==> config.mk <==
export PLATFORM = sky130hd
export DESIGN_NAME = rst_seq_top
export DESIGN_NICKNAME = d
export VERILOG_FILES = /design/src/rtl/rst_seq_pkg.sv /design/src/rtl/rst_seq_sync.sv /design/src/rtl/rst_dly_cnt.sv /design/src/rtl/rst_seq_ctrl.sv /design/src/rtl/rst_seq_top.sv
export SDC_FILE = /design/constraint.sdc
export NUM_CORES = 1
export LEC_CHECK = 0
export BUFFER_PORTS_ARGS = -buffer_cell sky130_fd_sc_hd__buf_2
export CAP_MARGIN = 20
export CORE_ASPECT_RATIO = 0.7
export CORE_UTILIZATION = 55
export CTS_BUF_LIST = sky130_fd_sc_hd__clkbuf_4 sky130_fd_sc_hd__clkbuf_8 sky130_fd_sc_hd__clkbuf_16
export CTS_CLUSTER_SIZE = 20
export DETAILED_ROUTE_END_ITERATION = 10
export PLACE_DENSITY = 0.85
export SYNTH_ARGS = -nofsm -noshare
export SYNTH_HDL_FRONTEND = slang
export SYNTH_HIERARCHICAL = 1
export SYNTH_SLANG_ARGS = --single-unit
==> constraint.sdc <==
create_clock -name clk -period 2 [get_ports clk]
set_input_delay 0.2 -clock clk [delete_from_list [all_inputs] [get_ports clk]]
set_output_delay 0.2 -clock clk [all_outputs]
set_load 0.1 [all_outputs]
==> src/rtl/rst_seq_pkg.sv <==
package rst_seq_pkg;

   typedef enum logic [1:0] {
      SQ_HOLD  = 2'd0,
      SQ_COUNT = 2'd1,
      SQ_WAKE  = 2'd2,
      SQ_RUN   = 2'd3
   } seq_state_e;

   localparam logic [1:0] START_ZERO = 2'd0;
   localparam logic [1:0] START_NEXT = 2'd1;
   localparam logic [1:0] START_IRQ  = 2'd2;

   localparam logic [1:0] OSC_XTAL_LO = 2'b00;
   localparam logic [1:0] OSC_XTAL_HI = 2'b01;
   localparam logic [1:0] OSC_EXT     = 2'b10;
   localparam logic [1:0] OSC_RC      = 2'b11;

   // status pair {nowdt, awake}
   localparam logic [1:0] CODE_COLD      = 2'b11;
   localparam logic [1:0] CODE_SLEEP     = 2'b10;
   localparam logic [1:0] CODE_WDT_RUN   = 2'b01;
   localparam logic [1:0] CODE_WDT_SLEEP = 2'b00;

   function automatic logic is_crystal(input logic [1:0] mode);
      return (mode == OSC_XTAL_LO) || (mode == OSC_XTAL_HI);
   endfunction

endpackage

==> src/rtl/rst_seq_sync.sv <==
module rst_seq_sync #(
   parameter int STAGES = 0
) (
   input  logic clk,
   input  logic arst_n,
   input  logic d,
   output logic q
);
   generate
      if (STAGES == 0) begin : g_direct
         logic unused_sync;
         assign unused_sync = clk ^ arst_n;
         assign q = d;
      end else begin : g_sync
         logic [STAGES-1:0] sh_q;
         always_ff @(posedge clk or negedge arst_n) begin
            if (!arst_n) sh_q <= '0;
            else         sh_q <= (sh_q << 1) | STAGES'(d);
         end
         assign q = sh_q[STAGES-1];
      end
   endgenerate
endmodule

==> src/rtl/rst_dly_cnt.sv <==
module rst_dly_cnt #(
   parameter int LIMIT = 1024
) (
   input  logic clk,
   input  logic arst_n,
   input  logic clr,
   input  logic step,
   output logic done
);
   localparam int W = $clog2(LIMIT + 1);
   localparam logic [W-1:0] LIM = W'(LIMIT);

   logic [W-1:0] cnt_q;

   always_ff @(posedge clk or negedge arst_n) begin
      if (!arst_n)                  cnt_q <= '0;
      else if (clr)                 cnt_q <= '0;
      else if (step && cnt_q != LIM) cnt_q <= cnt_q + 1'b1;
   end

   assign done = (cnt_q == LIM);
endmodule

==> src/rtl/rst_seq_ctrl.sv <==
module rst_seq_ctrl
   import rst_seq_pkg::*;
(
   input  logic       clk,
   input  logic       arst_n,
   input  logic       ext_ok,
   input  logic       wdt_to,
   input  logic       irq_wake,
   input  logic       sleep_i,
   input  logic       irq_masked,
   input  logic       xtal,
   input  logic       rc_tick,
   input  logic       ost_done,
   input  logic       pwrt_done,
   output seq_state_e state,
   output logic [1:0] code,
   output logic [1:0] sel,
   output logic       cnt_clr,
   output logic       ost_step,
   output logic       pwrt_step
);
   seq_state_e state_q, state_d;
   logic [1:0] code_q, code_d, sel_q, sel_d;
   logic       pwrt_req_q, pwrt_req_d, ost_req_q, ost_req_d;
   logic       ost_ok, pwrt_ok;

   assign ost_ok  = !(ost_req_q && xtal) || ost_done;
   assign pwrt_ok = !pwrt_req_q || pwrt_done;

   always_comb begin
      state_d    = state_q;
      code_d     = code_q;
      sel_d      = sel_q;
      pwrt_req_d = pwrt_req_q;
      ost_req_d  = ost_req_q;
      if (!ext_ok) begin
         state_d = SQ_HOLD;
         if (state_q != SQ_HOLD) begin
            sel_d = START_ZERO;
            if (!pwrt_req_q) begin
               code_d    = sleep_i ? CODE_SLEEP : CODE_COLD;
               ost_req_d = sleep_i;
            end
         end
      end else begin
         unique case (state_q)
            SQ_HOLD: state_d = SQ_COUNT;
            SQ_COUNT: begin
               if (ost_ok && pwrt_ok) begin
                  state_d    = SQ_RUN;
                  pwrt_req_d = 1'b0;
                  ost_req_d  = 1'b0;
               end
            end
            SQ_WAKE: begin
               if (ost_ok) begin
                  state_d   = SQ_RUN;
                  ost_req_d = 1'b0;
               end
            end
            SQ_RUN: begin
               if (wdt_to) begin
                  state_d   = SQ_COUNT;
                  sel_d     = START_ZERO;
                  code_d    = sleep_i ? CODE_WDT_SLEEP : CODE_WDT_RUN;
                  ost_req_d = sleep_i;
               end else if (irq_wake && sleep_i) begin
                  code_d = CODE_SLEEP;
                  sel_d  = irq_masked ? START_NEXT : START_IRQ;
                  if (xtal) begin
                     state_d   = SQ_WAKE;
                     ost_req_d = 1'b1;
                  end
               end
            end
            default: state_d = SQ_HOLD;
         endcase
      end
   end

   always_ff @(posedge clk or negedge arst_n) begin
      if (!arst_n) begin
         state_q    <= SQ_HOLD;
         code_q     <= CODE_COLD;
         sel_q      <= START_ZERO;
         pwrt_req_q <= 1'b1;
         ost_req_q  <= 1'b1;
      end else begin
         state_q    <= state_d;
         code_q     <= code_d;
         sel_q      <= sel_d;
         pwrt_req_q <= pwrt_req_d;
         ost_req_q  <= ost_req_d;
      end
   end

   assign state     = state_q;
   assign code      = code_q;
   assign sel       = sel_q;
   assign cnt_clr   = (state_q == SQ_HOLD) || (state_q == SQ_RUN);
   assign ost_step  = (state_q == SQ_COUNT) || (state_q == SQ_WAKE);
   assign pwrt_step = rc_tick && (state_q == SQ_COUNT);
endmodule

==> src/rtl/rst_seq_top.sv <==
module rst_seq_top
   import rst_seq_pkg::*;
#(
   parameter int OST_CYCLES  = 1024,
   parameter int PWRT_TICKS  = 1024,
   parameter int EXT_SYNC    = 0
) (
   input  logic       clk,
   input  logic       por_n,
   input  logic       ext_rst_n,
   input  logic       wdt_to,
   input  logic       sleep_i,
   input  logic       irq_wake,
   input  logic       irq_masked,
   input  logic [1:0] osc_mode,
   input  logic       rc_tick,
   output logic       chip_rst,
   output logic       wake_hold,
   output logic       stat_nowdt,
   output logic       stat_awake,
   output logic [1:0] start_sel
);
   initial begin
      assert (OST_CYCLES >= 1) else $error("OST_CYCLES must be at least 1");
      assert (PWRT_TICKS >= 1) else $error("PWRT_TICKS must be at least 1");
      assert (EXT_SYNC >= 0 && EXT_SYNC <= 4) else $error("EXT_SYNC out of range");
   end

   logic       ext_ok, xtal;
   logic       cnt_clr, ost_step, pwrt_step, ost_done, pwrt_done;
   logic [1:0] code;
   seq_state_e state;

   assign xtal = is_crystal(osc_mode);

   rst_seq_sync #(.STAGES(EXT_SYNC)) u_sync (
      .clk(clk), .arst_n(por_n), .d(ext_rst_n), .q(ext_ok));

   rst_dly_cnt #(.LIMIT(OST_CYCLES)) u_ost (
      .clk(clk), .arst_n(por_n), .clr(cnt_clr), .step(ost_step), .done(ost_done));

   rst_dly_cnt #(.LIMIT(PWRT_TICKS)) u_pwrt (
      .clk(clk), .arst_n(por_n), .clr(cnt_clr), .step(pwrt_step), .done(pwrt_done));

   rst_seq_ctrl u_ctrl (
      .clk(clk), .arst_n(por_n), .ext_ok(ext_ok), .wdt_to(wdt_to),
      .irq_wake(irq_wake), .sleep_i(sleep_i), .irq_masked(irq_masked),
      .xtal(xtal), .rc_tick(rc_tick), .ost_done(ost_done), .pwrt_done(pwrt_done),
      .state(state), .code(code), .sel(start_sel), .cnt_clr(cnt_clr),
      .ost_step(ost_step), .pwrt_step(pwrt_step));

   assign chip_rst   = (state == SQ_HOLD) || (state == SQ_COUNT);
   assign wake_hold  = (state == SQ_WAKE);
   assign stat_nowdt = code[1];
   assign stat_awake = code[0];
endmodule

==> results of run 1 <==
[worst register-to-register path: stages, from the launching register on]
cell      delay (ns)
dfrtp_1         0.41
nor4_1          0.45
and3_1          0.24
nand3b_1        0.15
nor2_1          0.09
nor3_2          0.18
mux2_4          0.32
[cell type report]
cell class	count	area, um2
Inverter	19	71.3
Fill cell	243	916
Multi-Input combinational cell	153	1100
Clock buffer	6	82.6
Sequential cell	30	756
Tap cell	47	58.8
Timing Repair Buffer	32	208
Clock inverter	2	60.1
[repair_timing]
action / in CTS / in global routing
endpoints found under the setup margin: 0 / 6
hold buffers: 1 / 0
hold endpoints to repair: 26 / 0
resized for setup: 0 / 4
[synth_stat cells (2+ instances only)]
| master | n |
|---|---|
| dfrtp_1 | 26 |
| inv_1 | 19 |
| a21oi_1 | 18 |
| nor2_1 | 14 |
| o21ai_0 | 11 |
| ha_1 | 9 |
| nand2_1 | 8 |
| nand3_1 | 8 |
| or4_1 | 7 |
| nand4_1 | 6 |
| o31ai_1 | 6 |
| dfstp_2 | 4 |
| nand3b_1 | 4 |
| nor2b_1 | 4 |
| nor4_1 | 4 |
| or3_1 | 4 |
| and3_1 | 3 |
| mux2_2 | 3 |
| mux2i_1 | 3 |
| nand2b_1 | 3 |
| a22oi_1 | 2 |
| a2bb2oi_1 | 2 |
| a31o_2 | 2 |
| a41oi_1 | 2 |
| buf_4 | 2 |
| clkbuf_1 | 2 |
| nand4_2 | 2 |
| nand4b_1 | 2 |
| xor2_1 | 2 |
[logic make-up (layout without fill, tap and decap cells)]
kind of cell	count (synthesis)	in the layout	synth area share
AOI/OAI and AO/OA	49	49	0.168
buffers and inverters	24	59	0.0511
xor gates and xnor gates	2	2	0.00905
adders and majority gates	9	9	0.0582
DFF	30	30	0.390
and+or+nand+nor	86	86	0.282
muxes	7	7	0.0407
[sequential cells by signal, indices dropped and copies added (netlist names)]
register	cells
u_ctrl/code	2
u_pwrt/cnt_q	11
u_ost/cnt_q	11
u_ctrl/sel	2
u_ctrl/state	2
u_ctrl/pwrt_req_q	1
u_ctrl/ost_req_q	1
[layer usage]
metal | wire, um | global-route usage
met4 | 57 | 0.108
met1 | 2050 | 0.338
met3 | 212 | 0.0562
met5 | 0 | 0
met2 | 1990 | 0.413
[where the power goes]
group / internal (mW) / switching [mW]
Clock: 0.531 / 0.236
Sequential: 0.712 / 0.0630
Combinational: 0.509 / 1.05
Total: 1.75 / 1.35
[final timing paths]
check | end | startpoint | slack [ns]
min in group asynchronous | u_pwrt/cnt_q[9]$_DFFE_PN0P_ | por_n | 0.48
worst max register to register | u_ctrl/ost_req_q$_DFFE_PN1P_ | u_ost/cnt_q[7]$_DFFE_PN0P_ | 0.1
worst max-delay path | u_ctrl/ost_req_q$_DFFE_PN1P_ | u_ost/cnt_q[7]$_DFFE_PN0P_ | 0.1
worst min register to register | u_ctrl/code[1]$_DFFE_PN1P_ | u_ctrl/code[1]$_DFFE_PN1P_ | 0.49
worst min-delay path | u_ctrl/sel[0]$_DFFE_PN0P_ | irq_masked | 0.18
max in group asynchronous | u_ctrl/state[1]$_DFFE_PN0P_ | por_n | 1.09
==> results.toml, run 1 <==
[finish]
fin_area_mm2 = 0.00234
antenna_cells = 0
nets = 260
drive_gt1_frac = 0.269
final_util = 0.719
layout_common_cells = "dfrtp_1 (26), inv_1 (19), a21oi_1 (18)"
area_delta_synth_final_pct = 20.8
final_cell_count_no_fill = 289
final_common_cell = "dfrtp_1"

[sta]
final-hold-violation-count = 0
setup_viol = 0
finalClockSkew_ns = 0.00523
worstMarginPinSlew_ns = 0.659
max_freq_ghz = 0.526
finalCriticalPeriod_ns = 1.90
setup_slack_ns = 0.0976
holdWs_ns = 0.180
fin_crit_sh = 0.951
slew_viol_final = 0
maxSlewHeadroom = 0.561
tns_ns = 0

[synth]
seq_area_frac_synth = 0.390
synth_top_area_share = 0.336
synthFlopType = "dfrtp_1"
netlist_area_mm2 = 0.00194
async_reset_ff_frac = 1.00
synth_area_per_cell_um2 = 9.35
synth_edf_count = 0
synth_seq_cells = 30
yosysTopAreaCell = "dfrtp_1"
synth_nets = 226
syn_inst = 207
synthTopCellsByArea = "dfrtp_1 (34%), ha_1 (5.8%), dfstp_2 (5.4%)"
yosys_warnings = 6
synth_cell_types = 54

[drt]
drt_iter0_drc = 112
wl_um = 4300
num_vias = 1709
drc = 0
antenna_left = 0
wire_per_inst_um = 14.9
dr.pass1.iters = 5
avgViaCountPerCell = 5.91

[status]
status = "finished, final reports clean"

[placed_design]
place_congestion = 0.843
dp.cells = 280
portBuffers = 14
dpl_worst_slack_ns = 0.0431
dpl-instance-area_mm2 = 0.00216
dp_hpwl_um = 3020

[global_route]
grt_pass1_wl_um = 7270
grt_max_degree = 31
grtUsageTotal = 0.257
antenna_found_initial = 0
grt_pass1_vias = 1583
grt_remaining_overflow = 0

[clock_network]
cts_tree = "built"
cts_buffer_depth = 2
worstSkewPairLatency_ns = 0.28
clock_sinks = 30
htreeDepth = 2
clk_pin_slew_ns = 0.07
post_cts_buffers = 0
cts_root_buffer = "clkbuf_8"
cts-buffers-inserted = 5

[flow_run]
maxCapViolCount = 0

[pwr]
ir_drop_v = 0.00110
p_total_mw = 3.10
p_leak_nw = 1.04
powerDensity_mw_per_mm2 = 1320

[floorplanning]
die_x_um = 72.9
num_io_pins = 16
rows = 17
initial_utilization = 0.595
chipHeight_um = 51.6
core_area_mm2 = 0.00325
dieArea_mm2 = 0.00376

[worst_setup_path]
critical_path.top_delay_family = "simple AND/OR/NAND/NOR gates"
crit_required_ns = 2.21
worstRegToRegCells = 6
cpMaxStageDelayCell = "nor4_1"
arrival_ns = 2.11
path_max_fanout = 5
critPathBufInv = 0
path_cells = "nor4_1 -> and3_1 -> nand3b_1 -> nor2_1 -> nor3_2 -> mux2_4"
max_stage_delay_ns = 0.45
cp-end-kind = "register"
worst-path-stages = 6
path_class = "register to register"
cp-start-kind = "register"

[min_path]
min_path_cells = 3
hold_path_class = "input pin to register"
No activity file was read; power rests on OpenSTA's default activity.
==> run 2: changes to the inputs <==
- CORE_MARGIN: unset -> 5
==> run 2 against run 1 <==
Core utilization decreased by 5.1 points. Sequential power decreased by 0.5%. Cell area decreased by 0.96%. Flip-flop and latch count unchanged. Clock-buffer cell count decreased by 1. Via count decreased by 0.23%. Largest power group unchanged.
==> results.toml, run 2 (same netlist as run 1, synthesis figures left out) <==
[worst_setup_path]
cp-end-kind = "register"
path_class = "register to register"
path_max_fanout = 2
rr_startpoint = "u_pwrt/cnt_q[3]$_DFFE_PN0P_"
cp-start-kind = "register"
crit_required_ns = 2.20
timing.rr.end = "u_ctrl/state[0]$_DFFE_PN0P_"
reg2reg_setup_slack_ns = 0.09
worstRegToRegCells = 6
arrival_ns = 2.11

[clock_network]
clk_pin_slew_ns = 0.07
htreeDepth = 2
worstSkewPairLatency_ns = 0.29
clock_sinks = 30
cts_buffer_depth = 2
cts_root_buffer = "clkbuf_8"
cts-buffers-inserted = 5
cts_tree = "built"

[placed_design]
place_congestion = 0.832
portBuffers = 14
dp.cells = 283
dp_hpwl_um = 3190

[finish]
final_util = 0.668
final_cell_count_no_fill = 293
antenna_cells = 0
area_delta_synth_final_pct = 19.7
reg_top3 = "u_ost/cnt_q (11), u_pwrt/cnt_q (11)"
final_common_cell = "dfrtp_1"
drive_gt1_frac = 0.272
layout_common_cells = "dfrtp_1 (26), inv_1 (19), buf_4 (18), a21oi_1 (18)"
nets = 261
nFillCells = 304

[global_route]
grt_most_used_layer = "met2"
grt_pass1_vias = 1627
met2_usage = 0.332
grt_pass1_wl_um = 7440
grt_max_degree = 31
globalRouteMet1Util = 0.259
antenna_found_initial = 0
grt_remaining_overflow = 0
gr-usage-met3 = 0.0517
grtUsageTotal = 0.208

[sta]
worstMarginPinSlew_ns = 0.680
setup_viol = 0
maxSlewHeadroom = 0.546
max_freq_ghz = 0.525
fin_crit_sh = 0.953
final-hold-violation-count = 0
holdWs_ns = 0.149
finalClockSkew_ns = 0.00857
finalCriticalPeriod_ns = 1.91
slew_viol_final = 0

[drt]
drt_iter0_drc = 100
antenna_left = 0
dr.pass1.iters = 4
avgViaCountPerCell = 5.82
wire_per_inst_um = 15.1
wl_um = 4430
num_vias = 1705
drc = 0

[floorplanning]
dieArea_mm2 = 0.00482
chipHeight_um = 59.6
initial_utilization = 0.558
core_area_mm2 = 0.00347
rows = 18
die_x_um = 80.9
num_io_pins = 16

[min_path]
hp-start = "irq_masked"
min_path_cells = 3
min_delay_worst_endpoint = "u_ctrl/sel[0]$_DFFE_PN0P_"
hold_path_class = "input pin to register"

[pwr]
p_total_mw = 2.92
ir_drop_v = 0.00100
p_leak_nw = 1.03
powerDensity_mw_per_mm2 = 1260

[flow_run]
maxCapViolCount = 0

[status]
status = "finished, final reports clean"
## run 2: cell count changes in the layout (fill, tap and decap cells not counted)
cell and delta:
buf_4 +1, bufinv_16 -1, clkbuf_8 -1, clkinv_2 +2
## run 2: layout make-up
type | count | area [um2] | area share
multi-input cells | 153 | 1100 | 0.476
flip-flops and latches | 30 | 756 | 0.326
repair buffers | 33 | 215 | 0.0929
inverters | 19 | 71.3 | 0.0308
clock buffers | 5 | 68.8 | 0.0297
well taps | 50 | 62.6 | 0.0270
clock inverters | 3 | 40.0 | 0.0173
## run 2: worst max-delay path by stage
stage,start,to,cells past startpoint,slack (ns)
CTS,u_pwrt/cnt_q[8]$_DFFE_PN0P_,u_ctrl/state[0]$_DFFE_PN0P_,6,0.008
global route,u_ost/cnt_q[7]$_DFFE_PN0P_,u_ctrl/state[1]$_DFFE_PN0P_,6,-0.008
floorplan,u_ctrl/state[0]$_DFFE_PN0P_,u_ost/cnt_q[10]$_DFFE_PN0P_,6,0.13
detailed placement,u_pwrt/cnt_q[8]$_DFFE_PN0P_,u_ctrl/state[0]$_DFFE_PN0P_,6,0.06
finish,u_pwrt/cnt_q[3]$_DFFE_PN0P_,u_ctrl/state[0]$_DFFE_PN0P_,6,0.09
global placement,u_pwrt/cnt_q[8]$_DFFE_PN0P_,u_ctrl/ost_req_q$_DFFE_PN1P_,6,0.13
## run 2: per-layer routing
layer  part of all wire  routed length (um)
met5                  0                   0
met4              0.024                 108
met3              0.043                 189
met2               0.48                2110
met1               0.46                2020
## run 2: power by group
| part | internal [mW] | switching [mW] | leakage (nW) |
|---|---|---|---|
| Sequential | 0.712 | 0.0590 | 0.401 |
| Combinational | 0.502 | 1.03 | 0.571 |
| Clock | 0.366 | 0.248 | 0.0579 |
| Total | 1.58 | 1.34 | 1.03 |
## run 2: what timing repair did
item	CTS	global route
setup endpoints to repair	0	5
endpoints found under the hold margin	26	0
hold buffers	1	0
buffers inserted	0	1
gates resized for setup	0	4
## run 2: worst max-delay path: stages, from the launching register on
cell      delay (ns)
dfrtp_1         0.37
nor4_1          0.38
and4_1          0.27
nand4b_1        0.17
o31ai_4         0.10
nor2_1          0.24
mux2i_1         0.27
## run 2: metrics by stage
| step | cell area (um2) | TNS [ns] | setup WS [ns] |
|---|---|---|---|
| after floorplan | 1940 | 0 | 0.128 |
| after global placement | 2170 | 0 | 0.130 |
| after detailed placement | 2170 | 0 | 0.0598 |
| after CTS | 2290 | 0 | 0.00815 |
| after global routing | 2320 | -0.00759 | -0.00759 |
| final | 2320 | 0 | 0.0935 |
